$ cat config.mk
export PLATFORM = sky130hd
export DESIGN_NAME = emac_irq_unit
export DESIGN_NICKNAME = d
export VERILOG_FILES = /design/src/rtl/emac_irq_pkg.sv /design/src/rtl/emac_tx_len_check.sv /design/src/rtl/emac_rx_err_merge.sv /design/src/rtl/emac_irq_regs.sv /design/src/rtl/emac_irq_unit.sv
export SDC_FILE = /design/constraint.sdc
export NUM_CORES = 1
export LEC_CHECK = 0
export CORE_MARGIN = 2
export CORE_UTILIZATION = 27
export DETAILED_ROUTE_END_ITERATION = 12
export GPL_ROUTABILITY_DRIVEN = 0
export MAX_ROUTING_LAYER = met4
export PLACE_DENSITY = 0.87
export SLEW_MARGIN = 25
export SYNTH_ARGS = -nofsm -noshare
export SYNTH_HDL_FRONTEND = slang
export SYNTH_SLANG_ARGS = --single-unit
$ cat constraint.sdc
create_clock -name clk -period 2.2 [get_ports clk]
set_input_delay 0.33 -clock clk [delete_from_list [all_inputs] [get_ports clk]]
set_output_delay 0.33 -clock clk [all_outputs]
set_load 0.005 [all_outputs]
$ cat src/rtl/emac_irq_pkg.sv
package emac_irq_pkg;
  localparam int NSRC      = 5;
  localparam int NMASK     = 7;
  localparam int B_RXPKT   = 0;
  localparam int B_TXERR   = 1;
  localparam int B_TXEMP   = 2;
  localparam int B_RXOVF   = 3;
  localparam int B_RXERR   = 4;
  localparam int B_MGMTEN  = 5;
  localparam int B_PHYEN   = 6;

  typedef struct packed {
    logic rx_err;
    logic rx_ovf;
    logic tx_emp;
    logic tx_err;
    logic rx_pkt;
  } src_t;

  function automatic logic above_limit(input logic [31:0] value, input logic [31:0] limit);
    return value > limit;
  endfunction

  function automatic logic sym_err_counts(input logic in_frame, input logic fast, input logic sym);
    return sym & in_frame & fast;
  endfunction
endpackage

$ cat src/rtl/emac_tx_len_check.sv
module emac_tx_len_check
  import emac_irq_pkg::*;
#(
  parameter int LEN_W     = 16,
  parameter int MAX_LEN   = 2032,
  parameter int RETRY_W   = 5,
  parameter int MAX_RETRY = 16
) (
  input  logic               clk,
  input  logic               rst_n,
  input  logic               len_valid,
  input  logic [LEN_W-1:0]   len,
  input  logic               retry_valid,
  input  logic [RETRY_W-1:0] retry_cnt,
  output logic               send,
  output logic               drop,
  output logic               tx_err_evt
);
  localparam logic [31:0] LEN_LIM   = 32'(MAX_LEN);
  localparam logic [31:0] RETRY_LIM = 32'(MAX_RETRY);

  logic len_big_w;
  logic retry_over_w;

  always_comb begin
    len_big_w    = above_limit(32'(len), LEN_LIM);
    retry_over_w = retry_valid & above_limit(32'(retry_cnt), RETRY_LIM);
    send         = len_valid & ~len_big_w;
    drop         = len_valid & len_big_w;
    tx_err_evt   = drop | retry_over_w;
  end


  send_drop_excl_chk: assert property (@(posedge clk) disable iff (!rst_n)
    !(send && drop));


  drop_raises_err_chk: assert property (@(posedge clk) disable iff (!rst_n)
    drop |-> tx_err_evt);
endmodule

$ cat src/rtl/emac_rx_err_merge.sv
module emac_rx_err_merge
  import emac_irq_pkg::*;
(
  input  logic in_frame,
  input  logic speed_100,
  input  logic sym_err,
  input  logic align_err,
  input  logic fcs_err,
  input  logic lenfld_err,
  output logic rx_err_evt
);
  always_comb begin
    rx_err_evt = sym_err_counts(in_frame, speed_100, sym_err)
               | align_err | fcs_err | lenfld_err;
  end
endmodule

$ cat src/rtl/emac_irq_regs.sv
module emac_irq_regs
  import emac_irq_pkg::*;
#(
  parameter int ADDR_W   = 12,
  parameter int DATA_W   = 32,
  parameter int STAT_OFS = 0,
  parameter int MASK_OFS = 4
) (
  input  logic              clk,
  input  logic              rst_n,
  input  logic              bus_sel,
  input  logic              bus_wr,
  input  logic [ADDR_W-1:0] bus_addr,
  input  logic [DATA_W-1:0] bus_wdata,
  output logic [DATA_W-1:0] bus_rdata,
  input  src_t              set_vec,
  input  logic              phy_irq,
  input  logic              mgmt_irq,
  output logic              irq,
  output logic              wptr_rst
);
  localparam logic [ADDR_W-1:0] A_STAT = ADDR_W'(STAT_OFS);
  localparam logic [ADDR_W-1:0] A_MASK = ADDR_W'(MASK_OFS);
  localparam logic [NMASK-1:0]  MASK_RST = '1;

  logic [NSRC-1:0]  stat_q;
  logic [NSRC-1:0]  set_w;
  logic [NSRC-1:0]  clr_w;
  logic [NSRC-1:0]  stat_d;
  logic [NSRC-1:0]  pend_w;
  logic [NMASK-1:0] mask_q;
  logic             ack_wr;
  logic             mask_wr;
  logic             ext_w;
  logic             irq_q;
  logic             wptr_q;

  assign set_w   = set_vec;
  assign ack_wr  = bus_sel & bus_wr & (bus_addr == A_STAT);
  assign mask_wr = bus_sel & bus_wr & (bus_addr == A_MASK);
  assign clr_w   = ack_wr ? bus_wdata[NSRC-1:0] : '0;

  for (genvar i = 0; i < NSRC; i++) begin : g_bit
    assign stat_d[i] = set_w[i] | (stat_q[i] & ~clr_w[i]);
    assign pend_w[i] = stat_q[i] & mask_q[i];
  end

  assign ext_w = (phy_irq & mask_q[B_PHYEN]) | (mgmt_irq & mask_q[B_MGMTEN]);

  always_ff @(posedge clk or negedge rst_n) begin
    if (!rst_n) begin
      stat_q <= '0;
      mask_q <= MASK_RST;
      irq_q  <= 1'b0;
      wptr_q <= 1'b0;
    end else begin
      stat_q <= stat_d;
      if (mask_wr) mask_q <= bus_wdata[NMASK-1:0];
      irq_q  <= (|pend_w) | ext_w;
      wptr_q <= ack_wr & bus_wdata[B_TXERR];
    end
  end

  always_comb begin
    bus_rdata = '0;
    if (bus_addr == A_STAT)      bus_rdata[NSRC-1:0]  = stat_q;
    else if (bus_addr == A_MASK) bus_rdata[NMASK-1:0] = mask_q;
  end

  assign irq      = irq_q;
  assign wptr_rst = wptr_q;


  set_wins_chk: assert property (@(posedge clk) disable iff (!rst_n)
    (|set_w) |=> ((stat_q & $past(set_w)) == $past(set_w)));


  w1c_clear_chk: assert property (@(posedge clk) disable iff (!rst_n)
    (|(clr_w & ~set_w)) |=> ((stat_q & $past(clr_w & ~set_w)) == '0));


  wptr_pulse_chk: assert property (@(posedge clk) disable iff (!rst_n)
    (ack_wr && bus_wdata[B_TXERR]) |=> wptr_rst);


  wptr_cause_chk: assert property (@(posedge clk) disable iff (!rst_n)
    !(ack_wr && bus_wdata[B_TXERR]) |=> !wptr_rst);


  irq_quiet_chk: assert property (@(posedge clk) disable iff (!rst_n)
    ((pend_w == '0) && !ext_w) |=> !irq);


  irq_raise_chk: assert property (@(posedge clk) disable iff (!rst_n)
    ((pend_w != '0) || ext_w) |=> irq);
endmodule

$ cat src/rtl/emac_irq_unit.sv
module emac_irq_unit
  import emac_irq_pkg::*;
#(
  parameter int ADDR_W    = 12,
  parameter int DATA_W    = 32,
  parameter int LEN_W     = 16,
  parameter int MAX_LEN   = 2032,
  parameter int RETRY_W   = 5,
  parameter int MAX_RETRY = 16
) (
  input  logic               clk,
  input  logic               rst_n,
  input  logic               bus_sel,
  input  logic               bus_wr,
  input  logic [ADDR_W-1:0]  bus_addr,
  input  logic [DATA_W-1:0]  bus_wdata,
  output logic [DATA_W-1:0]  bus_rdata,
  input  logic               rx_pkt_avail,
  input  logic               tx_drained,
  input  logic               rx_overrun,
  input  logic               rx_in_frame,
  input  logic               rx_speed_100,
  input  logic               rx_sym_err,
  input  logic               rx_align_err,
  input  logic               rx_fcs_err,
  input  logic               rx_lenfld_err,
  input  logic               txq_len_valid,
  input  logic [LEN_W-1:0]   txq_len,
  output logic               txq_send,
  output logic               txq_drop,
  input  logic               bo_retry_valid,
  input  logic [RETRY_W-1:0] bo_retry_cnt,
  input  logic               phy_irq,
  input  logic               mgmt_irq,
  output logic               irq,
  output logic               fifo_wptr_rst
);
  logic tx_err_evt;
  logic rx_err_evt;
  src_t set_vec;

  emac_tx_len_check #(
    .LEN_W(LEN_W), .MAX_LEN(MAX_LEN), .RETRY_W(RETRY_W), .MAX_RETRY(MAX_RETRY)
  ) u_txchk (
    .clk(clk), .rst_n(rst_n),
    .len_valid(txq_len_valid), .len(txq_len),
    .retry_valid(bo_retry_valid), .retry_cnt(bo_retry_cnt),
    .send(txq_send), .drop(txq_drop), .tx_err_evt(tx_err_evt)
  );

  emac_rx_err_merge u_rxerr (
    .in_frame(rx_in_frame), .speed_100(rx_speed_100), .sym_err(rx_sym_err),
    .align_err(rx_align_err), .fcs_err(rx_fcs_err), .lenfld_err(rx_lenfld_err),
    .rx_err_evt(rx_err_evt)
  );

  always_comb begin
    set_vec.rx_pkt = rx_pkt_avail;
    set_vec.tx_err = tx_err_evt;
    set_vec.tx_emp = tx_drained;
    set_vec.rx_ovf = rx_overrun;
    set_vec.rx_err = rx_err_evt;
  end

  emac_irq_regs #(
    .ADDR_W(ADDR_W), .DATA_W(DATA_W), .STAT_OFS(0), .MASK_OFS(4)
  ) u_regs (
    .clk(clk), .rst_n(rst_n),
    .bus_sel(bus_sel), .bus_wr(bus_wr), .bus_addr(bus_addr),
    .bus_wdata(bus_wdata), .bus_rdata(bus_rdata),
    .set_vec(set_vec), .phy_irq(phy_irq), .mgmt_irq(mgmt_irq),
    .irq(irq), .wptr_rst(fifo_wptr_rst)
  );


  rxerr_sym_gate_chk: assert property (@(posedge clk) disable iff (!rst_n)
    (rx_sym_err && !(rx_in_frame && rx_speed_100) && !rx_align_err && !rx_fcs_err
     && !rx_lenfld_err) |-> !rx_err_evt);
endmodule

==> metrics.txt <==
status=finished, final reports clean; crit path DAT=1860 ps; area of placed instances=1675 um2; Reg area=359.1 um2; antenna cells=0; CP startpoint kind=input port; total wire length=3045 um; Unique masters post-synth=29; vias in the first global route=1028; area of the multi-input gates=606.8 um2; worst hold path type=in2async; final instance area=1899 um2; IO buf count=67; CTS Buf Count=3; WL/cell=13.24 um; Seq/Total Area, Yosys=35.74%; utilization after layout=52.67%; CTS clock-pin slew for the worst setup and hold paths=60 ps; CP Class=in2out; Synth Warn #=0; worst slew pin tran=602.2 ps; Cell Rows=22; Area contributors post-synth=buf_4 19%, dfstp_2 18%, dfrtp_1 17%; DIE WIDTH=65 um; TritonCTS clock tree=done; Post-CTS Hold Buffers=0; Hold Violations, Final=0; Total Power=654.0 uW; Final Critical Period=2189 ps; Vias=1007; Hold WS=469.4 ps; largest net degree at the start of global routing=15; clk_skew=2.026 ps; top-area cell type share of the netlist area=19.43%; post-synth top area cell=buf_4; H-tree depth=1; first-pass GRT wire length=4540 um; fin nets=265; total of max-cap violations=0; Initial DRC Count=73; antenna violations before repair=0; Period Utilization, post-route=99.49%; HPWL Detailed=2223 um; # DRC=0; Cells after Synth=96; layout overhead on the synthesized area=89.04%; clock sink count=14; flip-flop and latch count after synthesis=14; setup violators final=0; GRT Total Usage=14.47%; DRT Pass-1 Iters=4; Slew HR=59.73%; clk buf depth=2; Final ANT Viol Nets=0; Pwr per Cell Area=344.4 nW/um2; critical-path maximum fanout=3; synthesized cell area=1005 um2; Initial Util=27.86%; Final Non-Filler Cells=230; total die area=4225 um2; clock root buffer=clkbuf_8; WP data required=1870 ps; fmax=0.4569 GHz; overflow left after global routing=0; syn_area_per_cell=10.47 um2; CP Capture Type=output port; Die Ht=65 um; IO Pins=118; DP Cell Count=215; Placeable Area=3606 um2; latest clock arrival within the worst-skew pair=240 ps; share of layout cells above drive strength 1=32.97%; Via density=4.378; Layout fillers=329; VDD IR-drop max=0.1543 mV; Slew Limit Fails=0; Pleak=0.9255 nW
-- stage by stage --
stage               worst slack [ps]  setup TNS (ps)
global placement              -600.0           -4892
CTS                           -6.796          -6.796
detailed placement            -615.3           -5266
global route                  -8.979          -9.982
finish                         11.18               0
floorplan                      311.2               0
-- final timing paths --
check | cells past startpoint | startpoint | end | slack, ps
setup / recovery | 6 | bus_addr[1] | bus_rdata[1] | 10
hold / removal | 1 | rst_n | u_regs.stat_q[2]$_DFF_PN0_ | 470
setup reg to reg | 2 | u_regs.stat_q[2]$_DFF_PN0_ | u_regs.irq$_DFF_PN0_ | 1230
hold reg to reg | 1 | u_regs.stat_q[3]$_DFF_PN0_ | u_regs.stat_q[3]$_DFF_PN0_ | 510
max in group asynchronous | 1 | rst_n | u_regs.stat_q[4]$_DFF_PN0_ | 1340
min in group clk | 1 | u_regs.stat_q[3]$_DFF_PN0_ | u_regs.stat_q[3]$_DFF_PN0_ | 510
-- critical path: stages --
cell,delay (ps)
clkdlybuf4s50_1,390
or3_4,400
or3_4,360
buf_6,150
nor2_2,100
buf_2,120
-- cell usage after synthesis --
| master | number |
|---|---|
| nand4_4 | 1 |
| nand3b_1 | 1 |
| a222oi_1 | 1 |
| nor3_1 | 2 |
| dfstp_2 | 7 |
| nor3_4 | 1 |
| conb_1 | 1 |
| a21boi_1 | 1 |
| nand4b_1 | 2 |
| a22oi_1 | 2 |
| a311o_1 | 1 |
| or4_4 | 2 |
| a21o_1 | 3 |
| mux2_2 | 7 |
| or3_2 | 2 |
| nand2_1 | 3 |
| and3_2 | 2 |
| nand3_1 | 2 |
| dfrtp_1 | 7 |
| nand4_1 | 1 |
| nor4_4 | 1 |
| buf_4 | 26 |
| or3_1 | 1 |
| mux2i_1 | 5 |
| o221ai_1 | 1 |
| nor2_1 | 6 |
| or4_1 | 2 |
| nor4_1 | 3 |
| inv_1 | 2 |
-- layer usage --
layer / share of wire, % / global-route usage, %
met5: 0 / -
met4: 2.3 / 5.053
met3: 7.6 / 2.604
met2: 56 / 27.84
met1: 34 / 14.49
-- placed cells by master (no fill, tap or decap), drive strengths merged, types with 2 or more instances in the layout --
cell	count
a21o	3
a22oi	2
and3	2
buf	24
clkbuf	4
clkdlybuf4s15	3
clkdlybuf4s50	39
conb	25
dfrtp	7
dfstp	7
dlygate4sd2	6
dlymetal6s2s	12
inv	2
mux2	7
mux2i	5
nand2	3
nand3	2
nand4	2
nand4b	2
nor2	6
nor3	3
nor4	4
or3	3
or4	4
-- report_power, final --
part	internal (mW)	switching, mW	total, mW	leakage [nW]
sequential	0.259	0.000294	0.259	0.144
combinational	0.0998	0.0533	0.153	0.753
clock	0.158	0.0833	0.241	0.0288
total	0.517	0.137	0.654	0.925
-- cell families after synthesis --
kind of cell           synth area share [%]
buffers and inverters                 20.17
AND/OR/NAND/NOR                       23.54
AO/OA/AOI/OAI                         7.347
other                                0.3732
multiplexers                          12.83
flip-flops                            35.74
-- flip-flops by register name, summed over array words and instances, names as in the netlist --
register,count
u_regs.irq,1
u_regs.stat_q,5
u_regs.wptr_rst,1
u_regs.mask_q,7
-- cell type report --
type | instances | share of cell area [%]
Clock buffer | 4 | 2.899
Inverter | 2 | 0.3953
Multi-Input combinational cell | 78 | 31.95
Sequential cell | 14 | 18.91
Tap cell | 48 | 3.162
Timing Repair Buffer | 84 | 42.69
-- what timing repair did --
action / 4_1_cts / 5_1_grt
resized for setup: 50 / 25
pin swaps: 9 / 13
setup buffers: 11 / 1
endpoints found under the setup margin: 9 / 9
Power figures use the tool's default switching activity.
